`src/rtl/acq_pkg.sv`:
```
package acq_pkg;
  localparam int CHAN_W = 4;
  localparam int ACQ_W  = 2;
  localparam int BYTE_W = 8;
  localparam int RES_W  = 13;
  localparam int HI_W   = RES_W - BYTE_W;
  localparam logic [3:0] CMD_START = 4'h8;

  typedef enum logic [2:0] {
    ST_CFG0,
    ST_CFG1,
    ST_RDLO,
    ST_RDHI,
    ST_WBUSY,
    ST_WDONE
  } ctl_st_e;

  typedef enum logic [1:0] {
    PH_IDLE,
    PH_SETUP,
    PH_STROBE,
    PH_HOLD
  } acc_ph_e;

  function automatic logic [BYTE_W-1:0] setup_byte0(input logic [CHAN_W-1:0] chan,
                                                    input logic [ACQ_W-1:0] acq);
    setup_byte0 = {1'b1, 1'b0, acq, chan};
  endfunction

  function automatic logic [BYTE_W-1:0] setup_byte1();
    setup_byte1 = {4'b0000, CMD_START};
  endfunction
endpackage

```
`src/rtl/acq_rst_sync.sv`:
```
module acq_rst_sync (
  input  logic clk,
  input  logic rst_n,
  output logic rst_n_o
);
  logic [1:0] sync_q;

  always_ff @(posedge clk or negedge rst_n) begin
    if (!rst_n) sync_q <= 2'b00;
    else        sync_q <= {sync_q[0], 1'b1};
  end

  assign rst_n_o = sync_q[1];
endmodule

```
`src/rtl/acq_bus_cycle.sv`:
```
module acq_bus_cycle
  import acq_pkg::*;
#(
  parameter int STROBE_W = 3
) (
  input  logic              clk,
  input  logic              rst_n,
  input  logic              start_i,
  input  logic              write_i,
  input  logic [BYTE_W-1:0] wdata_i,
  input  logic [BYTE_W-1:0] bus_din_i,
  output logic              cs_n_o,
  output logic              rd_n_o,
  output logic              wr_n_o,
  output logic              oe_o,
  output logic [BYTE_W-1:0] dout_o,
  output logic [BYTE_W-1:0] rdata_o,
  output logic              done_o,
  output logic              idle_o
);
  localparam int CW = (STROBE_W > 1) ? $clog2(STROBE_W + 1) : 1;
  localparam logic [CW-1:0] CNT_LAST = CW'(STROBE_W - 1);

  acc_ph_e           ph_q, ph_d;
  logic [CW-1:0]     cnt_q, cnt_d;
  logic              wr_q, wr_d;
  logic [BYTE_W-1:0] wdata_q, wdata_d;
  logic [BYTE_W-1:0] rdata_q, rdata_d;

  always_comb begin
    ph_d    = ph_q;
    cnt_d   = cnt_q;
    wr_d    = wr_q;
    wdata_d = wdata_q;
    rdata_d = rdata_q;
    unique case (ph_q)
      PH_IDLE: begin
        if (start_i) begin
          ph_d    = PH_SETUP;
          wr_d    = write_i;
          wdata_d = wdata_i;
        end
      end
      PH_SETUP: begin
        ph_d  = PH_STROBE;
        cnt_d = '0;
      end
      PH_STROBE: begin
        if (cnt_q == CNT_LAST) begin
          ph_d = PH_HOLD;
          if (!wr_q) rdata_d = bus_din_i;
        end else begin
          cnt_d = cnt_q + 1'b1;
        end
      end
      PH_HOLD: ph_d = PH_IDLE;
      default: ph_d = PH_IDLE;
    endcase
  end

  always_ff @(posedge clk or negedge rst_n) begin
    if (!rst_n) begin
      ph_q    <= PH_IDLE;
      cnt_q   <= '0;
      wr_q    <= 1'b0;
      wdata_q <= '0;
      rdata_q <= '0;
    end else begin
      ph_q    <= ph_d;
      cnt_q   <= cnt_d;
      wr_q    <= wr_d;
      wdata_q <= wdata_d;
      rdata_q <= rdata_d;
    end
  end

  assign cs_n_o  = (ph_q == PH_IDLE);
  assign rd_n_o  = !((ph_q == PH_STROBE) && !wr_q);
  assign wr_n_o  = !((ph_q == PH_STROBE) && wr_q);
  assign oe_o    = wr_q && (ph_q != PH_IDLE);
  assign dout_o  = wdata_q;
  assign rdata_o = rdata_q;
  assign done_o  = (ph_q == PH_HOLD);
  assign idle_o  = (ph_q == PH_IDLE);
endmodule

```
`src/rtl/acq_wait_timer.sv`:
```
module acq_wait_timer #(
  parameter int LIMIT = 256
) (
  input  logic clk,
  input  logic rst_n,
  input  logic run_i,
  output logic expire_o
);
  localparam int TW = $clog2(LIMIT + 1);
  localparam logic [TW-1:0] LAST = TW'(LIMIT - 1);

  logic [TW-1:0] cnt_q, cnt_d;

  always_comb begin
    if (!run_i)              cnt_d = '0;
    else if (cnt_q != LAST)  cnt_d = cnt_q + 1'b1;
    else                     cnt_d = cnt_q;
  end

  always_ff @(posedge clk or negedge rst_n) begin
    if (!rst_n) cnt_q <= '0;
    else        cnt_q <= cnt_d;
  end

  assign expire_o = run_i && (cnt_q == LAST);
endmodule

```
`src/rtl/acq_loop_ctrl.sv`:
```
module acq_loop_ctrl
  import acq_pkg::*;
#(
  parameter int STROBE_W = 3,
  parameter int TIMEOUT  = 256
) (
  input  logic              clk,
  input  logic              rst_n,
  input  logic [CHAN_W-1:0] cfg_chan_i,
  input  logic [ACQ_W-1:0]  cfg_acq_i,
  input  logic              adc_rdy_n_i,
  input  logic              adc_stby_n_i,
  input  logic [BYTE_W-1:0] bus_din_i,
  output logic              bus_cs_n_o,
  output logic              bus_rd_n_o,
  output logic              bus_wr_n_o,
  output logic              bus_oe_o,
  output logic [BYTE_W-1:0] bus_dout_o,
  output logic [RES_W-1:0]  smp_data_o,
  output logic              smp_valid_o,
  output logic              err_timeout_o
);
  logic srst_n;

  ctl_st_e           st_q, st_d;
  logic              issued_q, issued_d;
  logic              prime_q, prime_d;
  logic [CHAN_W-1:0] chan_q, chan_d;
  logic [ACQ_W-1:0]  acq_q, acq_d;
  logic [BYTE_W-1:0] lo_q, lo_d;
  logic [RES_W-1:0]  smp_q, smp_d;
  logic              vld_q, vld_d;
  logic              err_q, err_d;

  logic              bus_ok, acc_state, acc_start, acc_wr;
  logic [BYTE_W-1:0] acc_wdata, seq_rdata;
  logic              seq_done, seq_idle, wait_run, wait_exp, cfg_dirty;

  acq_rst_sync u_rst (
    .clk     (clk),
    .rst_n   (rst_n),
    .rst_n_o (srst_n)
  );

  acq_bus_cycle #(.STROBE_W(STROBE_W)) u_seq (
    .clk       (clk),
    .rst_n     (srst_n),
    .start_i   (acc_start),
    .write_i   (acc_wr),
    .wdata_i   (acc_wdata),
    .bus_din_i (bus_din_i),
    .cs_n_o    (bus_cs_n_o),
    .rd_n_o    (bus_rd_n_o),
    .wr_n_o    (bus_wr_n_o),
    .oe_o      (bus_oe_o),
    .dout_o    (bus_dout_o),
    .rdata_o   (seq_rdata),
    .done_o    (seq_done),
    .idle_o    (seq_idle)
  );

  acq_wait_timer #(.LIMIT(TIMEOUT)) u_tmr (
    .clk      (clk),
    .rst_n    (srst_n),
    .run_i    (wait_run),
    .expire_o (wait_exp)
  );

  // Converter may be touched while ready is low, or while it sits in standby.
  assign bus_ok    = !adc_rdy_n_i || !adc_stby_n_i;
  assign acc_state = (st_q == ST_CFG0) || (st_q == ST_CFG1) ||
                     (st_q == ST_RDLO) || (st_q == ST_RDHI);
  assign acc_start = acc_state && !issued_q && seq_idle && bus_ok;
  assign acc_wr    = (st_q == ST_CFG0) || (st_q == ST_CFG1);
  assign acc_wdata = (st_q == ST_CFG0) ? setup_byte0(cfg_chan_i, cfg_acq_i) : setup_byte1();
  assign wait_run  = (st_q == ST_WBUSY) || (st_q == ST_WDONE);
  assign cfg_dirty = (cfg_chan_i != chan_q) || (cfg_acq_i != acq_q);

  always_comb begin
    st_d     = st_q;
    issued_d = issued_q;
    prime_d  = prime_q;
    chan_d   = chan_q;
    acq_d    = acq_q;
    lo_d     = lo_q;
    smp_d    = smp_q;
    vld_d    = 1'b0;
    err_d    = 1'b0;

    if (acc_start) begin
      issued_d = 1'b1;
      if (st_q == ST_CFG0) begin
        chan_d = cfg_chan_i;
        acq_d  = cfg_acq_i;
      end
    end

    unique case (st_q)
      ST_CFG0: if (seq_done) begin st_d = ST_CFG1; issued_d = 1'b0; end
      ST_CFG1: if (seq_done) begin st_d = ST_RDLO; issued_d = 1'b0; end
      ST_RDLO: if (seq_done) begin
        st_d     = ST_RDHI;
        issued_d = 1'b0;
        lo_d     = seq_rdata;
      end
      ST_RDHI: if (seq_done) begin
        st_d     = ST_WBUSY;
        issued_d = 1'b0;
        smp_d    = {seq_rdata[HI_W-1:0], lo_q};
        vld_d    = !prime_q;
        prime_d  = 1'b0;
      end
      ST_WBUSY: begin
        if (adc_rdy_n_i) st_d = ST_WDONE;
        else if (wait_exp) begin
          st_d    = ST_CFG0;
          err_d   = 1'b1;
          prime_d = 1'b1;
        end
      end
      ST_WDONE: begin
        if (!adc_rdy_n_i) st_d = cfg_dirty ? ST_CFG0 : ST_RDLO;
        else if (wait_exp) begin
          st_d    = ST_CFG0;
          err_d   = 1'b1;
          prime_d = 1'b1;
        end
      end
      default: st_d = ST_CFG0;
    endcase
  end

  always_ff @(posedge clk or negedge srst_n) begin
    if (!srst_n) begin
      st_q     <= ST_CFG0;
      issued_q <= 1'b0;
      prime_q  <= 1'b1;
      chan_q   <= '0;
      acq_q    <= '0;
      lo_q     <= '0;
      smp_q    <= '0;
      vld_q    <= 1'b0;
      err_q    <= 1'b0;
    end else begin
      st_q     <= st_d;
      issued_q <= issued_d;
      prime_q  <= prime_d;
      chan_q   <= chan_d;
      acq_q    <= acq_d;
      lo_q     <= lo_d;
      smp_q    <= smp_d;
      vld_q    <= vld_d;
      err_q    <= err_d;
    end
  end

  assign smp_data_o    = smp_q;
  assign smp_valid_o   = vld_q;
  assign err_timeout_o = err_q;
endmodule

```
`config.mk`:
```
export PLATFORM = sky130hd
export DESIGN_NAME = acq_loop_ctrl
export DESIGN_NICKNAME = d
export VERILOG_FILES = /design/src/rtl/acq_pkg.sv /design/src/rtl/acq_rst_sync.sv /design/src/rtl/acq_bus_cycle.sv /design/src/rtl/acq_wait_timer.sv /design/src/rtl/acq_loop_ctrl.sv
export SDC_FILE = /design/constraint.sdc
export NUM_CORES = 1
export LEC_CHECK = 0
export BUFFER_PORTS_ARGS = -buffer_cell sky130_fd_sc_hd__buf_2
export CORE_UTILIZATION = 50
export DETAILED_ROUTE_END_ITERATION = 8
export PLACE_DENSITY = 0.84
export SYNTH_ARGS = -nofsm -noshare
export SYNTH_HDL_FRONTEND = slang
export SYNTH_SLANG_ARGS = --single-unit
```
`constraint.sdc`:
```
create_clock -name clk -period 1.9 [get_ports clk]
set_input_delay 0.285 -clock clk [delete_from_list [all_inputs] [get_ports clk]]
set_output_delay 0.285 -clock clk [all_outputs]
set_load 0.05 [all_outputs]
```
== Yosys cells after proc, flatten, opt, wreduce, memory -nomap -nowiden ==
Cells that the tools add are included.

* Register bits: 66
* Bits in latches: 0
* RAM bits: 0
* Memory bits (read-only): 0
* Input port bits: 18
* Output and inout port bits: 27
* Word-level logic and storage cells: 108
* Memories kept: 0

* Add/subtract/negate cells: 2
* $mul: 0
* Divide/modulo/power cells: 0
* Magnitude comparators: 0
* Equality and inequality tests: 23
* Shift operators: 0
* Multiplexer cells: 31
* Bitwise gates (word level): 1
* Reduce and logical (&&, ||, !) cells: 35

{| class="wikitable"
|+ Operators by type and width
! kind !! number
|-
| two-way mux 3 bit || 7
|-
| two-way mux 9 bit || 2
|-
| inequality test 2 bit, second input constant || 9
|-
| case mux 3 bit (6 select lines) || 1
|-
| two-way mux 1 bit || 12
|-
| AND reduction 2 bit || 6
|-
| adder 9 x 1 -> 9 bit, second input constant || 1
|-
| equality test 9 x 8 -> 1 bit, second input constant || 1
|-
| inequality test 9 x 8 -> 1 bit, second input constant || 1
|-
| two-way mux 2 bit || 4
|-
| two-way mux 8 bit || 1
|-
| case mux 2 bit (4 select lines) || 1
|-
| AND reduction 4 bit || 2
|-
| logical AND 1 bit || 7
|-
| logical NOT 1 bit || 7
|-
| equality test 2 bit, second input constant || 3
|-
| equality test 3 x 2 -> 1 bit, second input constant || 2
|-
| equality test 3 bit, second input constant || 2
|-
| logical OR 1 bit || 6
|-
| inequality test 4 bit || 1
|-
| case mux 2 bit (2 select lines) || 1
|-
| nonzero test 2 bit || 2
|-
| OR reduction 4 bit || 1
|-
| equality test 3 x 1 -> 1 bit, second input constant || 1
|-
| other kinds (11) || 11
|}

== Logic depth before layout (Yosys ltp) ==
Gate-level depths: netlist of run 1.

* Depth after elaboration: 10
* Depth in mapped cells: 8
* Gate-level depth less buffers: 7

== Cells and area by module ==
From an unflattened synthesis of run 1, not the netlist that was laid out.

* Cell total of the unflattened synthesis: 224
* Area total of the unflattened synthesis: 3,049.2 µm²

{| class="wikitable"
|+ Modules (own cells, without submodules)
! module !! times used !! cells an instance !! area an instance (µm²) !! sequential area each (µm²)
|-
| acq_loop_ctrl || 1 || 107 || 1,530.2 || 852.1
|-
| acq_bus_cycle || 1 || 66 || 988.4 || 525.5
|-
| acq_wait_timer || 1 || 48 || 476.7 || 225.2
|-
| acq_rst_sync || 1 || 3 || 53.8 || 50.0
|}

== Least setup slack after synthesis of run 1 ==
Ideal clock, no wire load.

* Path type: register to register
* Start point: register u_seq.ph_q[0]
* End point: register acq_q[0]
* Setup time: 125 ps
* Arrival: 1,887 ps
* Data required time: 1,775 ps
* Slack: -112 ps
* Cell stages (with the launch flop): 7
* Path buffers: 1
* Period minus slack after synthesis: 2,012 ps
* Path through: dfrtp_1 -> inv_1 -> ha_1 -> inv_1 -> nor3_4 -> buf_6 -> mux2_4

* Longest elaborated chain between the ends: 4

{| class="wikitable"
|+ RTL lines
! what !! line !! RTL
|-
| start: declaration || acq_bus_cycle.sv:24 || <nowiki>acc_ph_e ph_q, ph_d;</nowiki>
|-
| start signal: assignment || acq_bus_cycle.sv:69 || <nowiki>ph_q <= ph_d;</nowiki>
|-
| logical NOT 2 bit || n/a ||
|-
| named net bus_cs_n_o || acq_loop_ctrl.sv:14 || <nowiki>output logic bus_cs_n_o,</nowiki>
|-
| logical AND 1 bit (2 in series) || acq_loop_ctrl.sv:73 || <nowiki>assign acc_start = acc_state && !issued_q && seq_idle && bus_ok;</nowiki>
|-
| AND reduction 2 bit (no source line) || n/a ||
|-
| end signal: assignment || acq_loop_ctrl.sv:149 || <nowiki>acq_q <= acq_d;</nowiki>
|-
| end: declaration || acq_loop_ctrl.sv:29 || <nowiki>logic [ACQ_W-1:0] acq_q, acq_d;</nowiki>
|}

The timed path passes the listed nets, and every way through them passes these cells.
A chain may end at the register's enable or synchronous reset.

== Worst setup path after layout of run 1 ==
* Start point: register u_tmr.cnt_q[1]
* End point: register u_tmr.cnt_q[7]

* Longest elaborated chain between the ends: 3
* Elaborated cells on any way between the ends: 5
* Those cells by class: add/sub (1); eq/ne (2); mux (2)

{| class="wikitable"
|+ RTL lines
! what !! line !! RTL
|-
| start: declaration || acq_wait_timer.sv:12 || <nowiki>logic [TW-1:0] cnt_q, cnt_d;</nowiki>
|-
| start signal: assignment || acq_wait_timer.sv:22 || <nowiki>else cnt_q <= cnt_d;</nowiki>
|-
| adder 9 x 1 -> 9 bit || acq_wait_timer.sv:16 || <nowiki>else if (cnt_q != LAST) cnt_d = cnt_q + 1'b1;</nowiki>
|-
| two-way mux 9 bit || acq_wait_timer.sv:16 ||
|-
| two-way mux 9 bit || acq_wait_timer.sv:15 || <nowiki>if (!run_i) cnt_d = '0;</nowiki>
|}

Several ways; a longest one is shown, not always the timed one. The select of a mux whose other input is x is not followed.

==> flow_metrics.py, run 1 <==
metrics = {
    "logic_synthesis": {
        "synth-edff-count": 0,
        "synth_seq_cells": 65,
        "synthTopCellsByArea": "dfrtp_1, mux2_2, ha_1, xnor2_1, mux2_4",
        "synth_nets": 241,
        "synthArstFlopShare": 1.000,
        "synth_top_cell_by_area": "dfrtp_1",
        "syn_inst": 216,
        "ys_warn_count": 0,
        "synthFlopType": "dfrtp_1",
        "synth_cell_type_count": 43,
        "syn_area_per_cell_um2": 13.17,
        "ys_seq_area_frac": 0.5721,
        "netlist_area_um2": 2845,
        "synth.top_cell.area_share": 0.5629,
    },
    "placement": {
        "dp_slack_ps": -127.0,
        "portBuffers": 43,
        "dpl_cell_area_um2": 3183,
        "gp_congestion": 0.8215,
        "dp_cells": 334,
        "dp_hpwl_mm": 3.539,
    },
    "final_layout": {
        "fin_cells": 352,
        "final_common_cell": "dfrtp_1",
        "drive_gt1_frac": 0.4536,
        "final_cell_mix": "dfrtp_1, buf_2, mux2_2",
        "nNetsFinal": 300,
        "final_cell_area_um2": 3480,
        "area_delta_synth_final_pct": 22.30,
        "diodes": 0,
        "n_fill_cell": 412,
    },
    "clocking": {
        "cts_buffers": 9,
        "cts_tree": "yes",
        "cts.htree.levels": 3,
        "clockRootBuffer": "clkbuf_8",
        "clk_pin_slew_ps": 90,
        "clk_latency_ps": 350,
        "cts_sinks": 65,
        "cts_max_path_buffers": 2,
    },
    "grt": {
        "grt.total_usage": 0.1925,
        "grt_overflow": 0,
        "grt_max_degree": 38,
        "grt_pass1_vias": 1878,
        "grt_pass1_wl_mm": 8.652,
        "grt_antenna_before_repair": 0,
    },
    "sta": {
        "hold_slack_ps": 155.9,
        "tightest_slew_ps": 549.1,
        "post-route-period-util": 0.9775,
        "setup_ws_ps": 42.70,
        "fmax_mhz": 538.4,
        "grt_setup_unrepaired": "yes",
        "slew_headroom": 0.6339,
        "final-setup-viol-count": 0,
        "drv_slew": 0,
        "period_minus_slack_ps": 1857,
        "finalHoldViolCount": 0,
        "clock_skew_ps": 17.24,
    },
    "routing": {
        "drt_iter0_markers": 90,
        "wl_mm": 5.179,
        "wl_per_cell_um": 14.71,
        "routed-via-count": 1821,
        "ant_nets": 0,
        "vias_per_cell": 5.173,
        "remaining_drc_errors": 0,
        "first_pass_iters": 4,
    },
    "worst_setup_path": {
        "cpPeakStageDelay_ps": 520,
        "crit_path_end_kind": "register",
        "critPathRequiredTime_ps": 2170,
        "cp_cell_sequence": "ha_2 -> nand3_2 -> nor3_2 -> ha_2 -> nand4b_1 -> or4_1 -> a21oi_2",
        "crit_top_cell": "ha_2",
        "critPathArrivalTime_ps": 2130,
        "crit_family": "simple AND/OR/NAND/NOR gates",
        "path_class": "register to register",
        "critical_path.max_fanout": 4,
        "start_kind": "register",
        "worst-path-buf-inv": 0,
        "slowest_stage": "or4_1",
    },
    "floorplan": {
        "ios": 45,
        "die_x_um": 77.44,
        "core-area_um2": 5507,
        "fp.dieH_um": 77.44,
        "initial_utilization": 0.5167,
        "die-area_um2": 5996,
        "row_count": 27,
    },
    "outcome": {
        "outcome": "finished, final reports clean",
    },
    "power_and_ir_drop": {
        "switching_share": 0.3880,
        "p_seq_frac": 0.358,
        "power_switching_mw": 2.369,
        "p_total_mw": 6.106,
        "peakVddDrop_mv": 1.096,
        "power_density_nw_per_um2": 1755,
        "p_int_mw": 3.737,
        "pwr-share-clk": 0.240,
        "combPwrFrac": 0.403,
        "leakagePower_nw": 1.663,
    },
    "flow_run": {
        "cap_violations": 0,
    },
    "hold_path": {
        "hold_path.class": "primary input to register",
    },
}
metrics by stage:
stage	setup TNS (ps)	utilization
2_1_floorplan	0	-
3_3_place_gp	0	0.5781
3_5_place_dp	-237.1	0.5781
4_1_cts	0	0.6292
5_1_grt	-52.60	0.6319
6_report	0	0.6319
worst paths after layout:
| check | start | end | slack (ps) | cells past startpoint |
|---|---|---|---|---|
| min | bus_din_i[4] | u_seq.rdata_o[4] | 160 | 2 |
| min in group asynchronous | rst_n | u_rst.sync_q[0] | 240 | 2 |
| max reg2reg | u_tmr.cnt_q[1] | u_tmr.cnt_q[7] | 40 | 7 |
| max in group asynchronous | u_rst.sync_q[1] | prime_q | 1240 | 1 |
| max | u_tmr.cnt_q[1] | u_tmr.cnt_q[7] | 40 | 7 |
| min reg2reg | u_rst.sync_q[1] | u_seq.cnt_q[1] | 260 | 1 |
synth_stat cells (3+ instances only):
library cell	count
xnor2_1	8
nand2_1	11
o21ai_0	7
a22o_1	6
mux2_4	4
a21oi_1	6
buf_2	4
buf_6	3
dfrtp_1	64
ha_1	7
nor2_1	10
xor2_1	3
mux2_2	32
nand3_1	3
inv_1	8
area by class of cell:
| type | instances | area [um^2] | area share |
|---|---|---|---|
| sequential | 65 | 1629 | 0.4682 |
| multi-input combinational | 133 | 1151 | 0.3308 |
| timing repair buffer | 58 | 330.3 | 0.09493 |
| clock inverter | 7 | 125.1 | 0.03596 |
| clock buffer | 9 | 123.9 | 0.03560 |
| tap | 72 | 90.09 | 0.02589 |
| inverter | 8 | 30.03 | 0.008630 |
sequential cells by signal (all words and copies together) (netlist names):
| signal | cells |
|---|---|
| chan_q | 4 |
| lo_q | 8 |
| u_rst.sync_q | 2 |
| smp_data_o | 13 |
| u_seq.rdata_o | 8 |
| u_tmr.cnt_q | 9 |
| smp_valid_o | 1 |
| issued_q | 1 |
| prime_q | 1 |
| u_seq.dout_o | 7 |
| u_seq.ph_q | 2 |
| u_seq.cnt_q | 2 |
| st_q | 3 |
| u_seq.wr_q | 1 |
| acq_q | 2 |
| err_timeout_o | 1 |
routing by layer:
| layer | global-route usage | wire length, um | vias up | part of all wire |
|---|---|---|---|---|
| met4 | 0.1000 | 122 | 0 | 0.024 |
| met2 | 0.3221 | 2673 | 44 | 0.52 |
| met1 | 0.2210 | 2154 | 905 | 0.42 |
| met3 | 0.06000 | 229 | 13 | 0.044 |
| li1 | - | - | 859 | - |
| met5 | 0 | 0 | - | 0 |
power by group through the flow:
stage / sequential, mW / combinational, mW / clock (mW)
after floorplan: 2.75 / 1.38 / 0
after global placement: 2.18 / 2.36 / 0
after detailed placement: 2.21 / 2.45 / 0
after CTS: 2.19 / 2.47 / 1.49
after global routing: 2.26 / 2.62 / 1.55
final: 2.18 / 2.46 / 1.46
logic make-up after synthesis:
kind of cell | Yosys count | synth area share
AND/OR/NAND/NOR | 45 | 0.09499
other | 2 | 0.002640
XOR/XNOR | 11 | 0.03386
AO/OA/AOI/OAI | 29 | 0.07256
buffers and inverters | 18 | 0.03474
flip-flops | 65 | 0.5721
multiplexers | 38 | 0.1548
adder cells (fa/ha/maj) | 8 | 0.03430
repair_timing:
| item | in CTS | in global routing |
|---|---|---|
| pin swaps | 1 | 1 |
| hold endpoints to repair | 2 | 0 |
| setup endpoints to repair | 3 | 9 |
| cloned | 0 | 0 |
| hold buffers | 1 | 0 |
| setup buffers | 1 | 0 |
| gates resized for setup | 4 | 4 |
Power figures use the tool's default switching activity.
==> inputs of run 2 (changes only) <==
Settings changed: CORE_UTILIZATION 50 to 36, PLACE_DENSITY 0.84 to 0.66.
==> run 2 against run 1 <==
Sequential cell count stayed put. Non-clock buffer count is the same. Largest power group unchanged. Critical endpoint unchanged. Global-route usage shrank 6.1 points.
==> flow_metrics.py, run 2 (synthesized netlist as in run 1, its figures left out) <==
metrics = {
    "grt": {
        "grt_use_met1": 0.1680,
        "use_met2": 0.2039,
        "top_usage_layer": "met2",
        "grt.total_usage": 0.1318,
        "grt_pass1_vias": 1843,
        "grt_pass1_wl_mm": 8.466,
        "grt_antenna_before_repair": 0,
        "grt_max_degree": 26,
        "met3_usage": 0.04209,
        "grt_overflow": 0,
    },
    "outcome": {
        "outcome": "finished, final reports clean",
    },
    "floorplan": {
        "core-area_um2": 7687,
        "initial_utilization": 0.3701,
        "row_count": 32,
        "ios": 45,
        "fp.dieH_um": 90.90,
        "die_x_um": 90.90,
        "die-area_um2": 8263,
    },
    "hold_path": {
        "hold_start": "bus_din_i[1]",
        "holdPathStages": 2,
        "hold_path.class": "primary input to register",
    },
    "sta": {
        "finalHoldViolCount": 0,
        "setup_tns_ps": 0,
        "tightest_slew_ps": 568.8,
        "drv_slew": 0,
        "setup_ws_ps": 38.97,
        "post-route-period-util": 0.9795,
        "slew_headroom": 0.6208,
        "period_minus_slack_ps": 1861,
        "clock_skew_ps": 9.648,
        "fmax_mhz": 537.3,
        "final-setup-viol-count": 0,
    },
    "placement": {
        "dp_slack_ps": 1.991,
        "gp_congestion": 0.7109,
        "dpl_cell_area_um2": 3233,
        "dp_hpwl_mm": 3.440,
        "portBuffers": 43,
        "dp_cells": 364,
    },
    "clocking": {
        "clk_latency_ps": 350,
        "cts_tree": "yes",
        "clockRootBuffer": "clkbuf_8",
        "cts_buffers": 9,
        "cts.htree.levels": 3,
        "clk_pin_slew_ps": 80,
        "cts_sinks": 65,
        "cts_max_path_buffers": 2,
    },
    "final_layout": {
        "final_cell_area_um2": 3492,
        "nNetsFinal": 300,
        "largest_reg_flops": 13,
        "fin_util": 0.4543,
        "fin_cells": 382,
        "n_fill_cell": 742,
        "final_common_cell": "dfrtp_1",
        "diodes": 0,
        "drive_gt1_frac": 0.4429,
        "final_cell_mix": "dfrtp_1, buf_2, mux2_2",
        "area_delta_synth_final_pct": 22.74,
    },
    "routing": {
        "wl_mm": 4.945,
        "drt_iter0_markers": 48,
        "remaining_drc_errors": 0,
        "vias_per_cell": 4.775,
        "routed-via-count": 1824,
        "first_pass_iters": 4,
        "wl_per_cell_um": 12.95,
        "ant_nets": 0,
    },
    "flow_run": {
        "cap_violations": 0,
    },
    "power_and_ir_drop": {
        "peakVddDrop_mv": 0.9612,
        "leakagePower_nw": 1.660,
        "power_density_nw_per_um2": 1692,
    },
    "worst_setup_path": {
        "rrSetupSlack_ps": 40,
        "critPathArrivalTime_ps": 2130,
        "start_kind": "register",
        "crit_path_end_kind": "register",
        "critPathRequiredTime_ps": 2170,
        "reg2regPathDepth": 7,
        "crit_start": "u_tmr.cnt_q[1]",
        "critical_path.max_fanout": 4,
        "path_class": "register to register",
        "r2r_start": "u_tmr.cnt_q[1]",
    },
}
[run 2: layer usage]
metal,part of all wire,up-vias
met5,0,-
met4,0.017,0
met3,0.034,9
met2,0.49,34
met1,0.46,913
li1,-,868
[run 2: critical path, cell delays in order, from the launching register on]
cell      delay [ps]
dfrtp_1          400
ha_2             200
nand3_2           90
nor3_1            60
ha_2             180
nand4b_1         210
or4_4            520
a21oi_2          140
[run 2: power by group]
part / internal, mW / switching [mW]
Combinational: 0.950 / 1.45
Sequential: 1.89 / 0.285
Clock: 0.752 / 0.573
Total: 3.60 / 2.31
[run 2: path summary, 6_finish.rpt]
kind                               endpoint
max                          u_tmr.cnt_q[7]
min                        u_seq.rdata_o[1]
max reg2reg                  u_tmr.cnt_q[7]
min reg2reg                  u_tmr.cnt_q[1]
max in group asynchronous     smp_data_o[7]
min in group asynchronous   u_rst.sync_q[1]
[run 2: layout make-up]
| type | count | area, um^2 | area share |
|---|---|---|---|
| multi-input combinational | 133 | 1139 | 0.3260 |
| tap | 102 | 127.6 | 0.03655 |
| inverter | 8 | 30.03 | 0.008599 |
| timing repair buffer | 58 | 342.8 | 0.09817 |
| sequential | 65 | 1629 | 0.4665 |
| clock buffer | 9 | 123.9 | 0.03547 |
| clock inverter | 7 | 100.1 | 0.02866 |
[run 2: metrics by stage]
step / hold WS (ps) / power [mW]
after floorplan: -10.59 / 4.133
after global placement: 72.42 / 4.559
after detailed placement: 73.78 / 4.635
after CTS: 150.2 / 5.997
after global routing: 155.7 / 6.275
final: 167.9 / 5.907
[run 2: timing repair]
item	4_1_cts	5_1_grt
hold buffers	1	0
endpoints found under the setup margin	0	3
endpoints found under the hold margin	2	0
gates resized for setup	0	5
buffers inserted	0	1
==> inputs of run 3 (changes only) <==
Settings changed: PLACE_DENSITY 0.66 to 0.64.
Clock period 1.9 ns to 2.2 ns, I/O delays scaled along.
==> run 3 against run 2 <==
Die area did not move. Critical path depth did not move. Non-clock buffer count down 4. Final area shrank 3.3%. Hold slack better by 53 ps. Cell count is 1.0% lower. Routed wire length rose by 3.8%.
==> flow_metrics.py, run 3 (synthesized netlist as in run 1, its figures left out) <==
metrics = {
    "final_layout": {
        "fin_cells": 378,
        "drive_gt1_frac": 0.4094,
        "area_delta_synth_final_pct": 18.69,
        "largest_reg_flops": 13,
        "final_common_cell": "dfrtp_1",
        "final_cell_area_um2": 3377,
        "final_cell_mix": "dfrtp_1, buf_2, mux2_2",
        "n_fill_cell": 752,
        "diodes": 0,
        "nNetsFinal": 296,
    },
    "power_and_ir_drop": {
        "switching_share": 0.4117,
        "peakVddDrop_mv": 0.8941,
        "p_int_mw": 2.844,
        "combPwrFrac": 0.422,
        "p_total_mw": 4.835,
        "leakagePower_nw": 1.610,
        "power_switching_mw": 1.990,
        "pwr-share-clk": 0.184,
        "p_seq_frac": 0.394,
        "power_density_nw_per_um2": 1432,
    },
    "floorplan": {
        "die-area_um2": 8263,
        "fp.dieH_um": 90.90,
        "ios": 45,
        "initial_utilization": 0.3701,
        "core-area_um2": 7687,
        "row_count": 32,
        "die_x_um": 90.90,
    },
    "routing": {
        "wl_mm": 5.131,
        "remaining_drc_errors": 0,
        "vias_per_cell": 4.683,
        "routed-via-count": 1770,
        "drt_iter0_markers": 91,
        "wl_per_cell_um": 13.57,
        "ant_nets": 0,
        "first_pass_iters": 6,
    },
    "grt": {
        "grt_pass1_vias": 1781,
        "grt_pass1_wl_mm": 8.769,
        "grt_use_met1": 0.1786,
        "grt_antenna_before_repair": 0,
        "grt_overflow": 0,
        "top_usage_layer": "met2",
        "grt.total_usage": 0.1377,
        "met3_usage": 0.04293,
        "grt_max_degree": 37,
        "use_met2": 0.2140,
    },
    "placement": {
        "gp_congestion": 0.7577,
        "dpl_cell_area_um2": 3181,
        "dp_cells": 359,
        "portBuffers": 43,
        "dp_slack_ps": 103.2,
        "dp_hpwl_mm": 3.536,
    },
    "clocking": {
        "cts_tree": "yes",
        "cts_sinks": 65,
        "clk_pin_slew_ps": 80,
        "clk_latency_ps": 340,
        "cts_buffers": 9,
        "clockRootBuffer": "clkbuf_8",
        "cts_max_path_buffers": 2,
        "cts.htree.levels": 3,
        "cts.repair.resized": 0,
    },
    "worst_setup_path": {
        "path_class": "register to register",
        "crit_start": "u_tmr.cnt_q[0]",
        "reg2regPathDepth": 7,
        "critPathRequiredTime_ps": 2460,
        "critical_path.max_fanout": 4,
        "start_kind": "register",
        "critPathArrivalTime_ps": 2300,
        "crit_path_end_kind": "register",
        "r2r_start": "u_tmr.cnt_q[0]",
    },
    "flow_run": {
        "cap_violations": 0,
    },
    "sta": {
        "post-route-period-util": 0.9263,
        "grt_setup_unrepaired": "no",
        "period_minus_slack_ps": 2038,
        "drv_slew": 0,
        "clock_skew_ps": 11.50,
        "final-setup-viol-count": 0,
        "setup_tns_ps": 0,
        "slew_headroom": 0.4605,
        "setup_ws_ps": 162.2,
        "tightest_slew_ps": 809.2,
        "finalHoldViolCount": 0,
        "fmax_mhz": 490.7,
    },
    "hold_path": {
        "hold_start": "bus_din_i[1]",
        "holdPathStages": 2,
        "hold_path.class": "primary input to register",
    },
    "outcome": {
        "outcome": "finished, final reports clean",
    },
}
-- run 3: final cells by class --
| cell class | instances | area [um^2] | share of cell area |
|---|---|---|---|
| sequential | 65 | 1629 | 0.4824 |
| multi-input combinational | 133 | 1119 | 0.3312 |
| inverter | 8 | 30.03 | 0.008892 |
| tap | 102 | 127.6 | 0.03779 |
| clock inverter | 6 | 43.79 | 0.01297 |
| timing repair buffer | 54 | 300.3 | 0.08892 |
| clock buffer | 10 | 127.6 | 0.03779 |
-- run 3: power by group through the flow --
stage	sequential [mW]	clock (mW)	combinational [mW]
floorplan	2.38	0	1.19
global placement	1.90	0	2.00
detailed placement	1.93	0	2.06
CTS	1.91	0.917	2.07
global route	1.98	0.976	2.20
finish	1.91	0.888	2.04
-- run 3: worst paths after layout --
kind / slack, ps / endpoint
setup / recovery: 160 / u_tmr.cnt_q[7]
hold / removal: 220 / u_seq.rdata_o[1]
setup reg to reg: 160 / u_tmr.cnt_q[7]
hold reg to reg: 360 / u_rst.sync_q[1]
max in group asynchronous: 1150 / u_seq.rdata_o[3]
min in group asynchronous: 300 / u_rst.sync_q[1]
-- run 3: what timing repair did --
action	in CTS	in global routing
hold endpoints to repair	2	0
hold buffers	1	0
setup endpoints to repair	0	1
buffers inserted	0	2
-- run 3: layer usage --
metal	vias to the layer above	part of all wire
met5	-	0
met4	0	0.012
met3	5	0.033
met2	26	0.48
met1	883	0.47
li1	856	-
-- run 3: critical path: stages (launching register included) --
cell and delay (ps):
dfrtp_1 410, ha_1 240, nand3_1 130, nor3_1 70, ha_1 190, nand4b_1 260
or4_1 520, a21oi_1 150
-- run 3: stage by stage --
stage | hold slack [ps] | utilization
6_report | 220.5 | 0.4393
5_1_grt | 208.1 | 0.4393
4_1_cts | 206.3 | 0.4373
3_5_place_dp | 119.0 | 0.4137
3_3_place_gp | 117.6 | 0.4137
2_1_floorplan | 34.41 | -
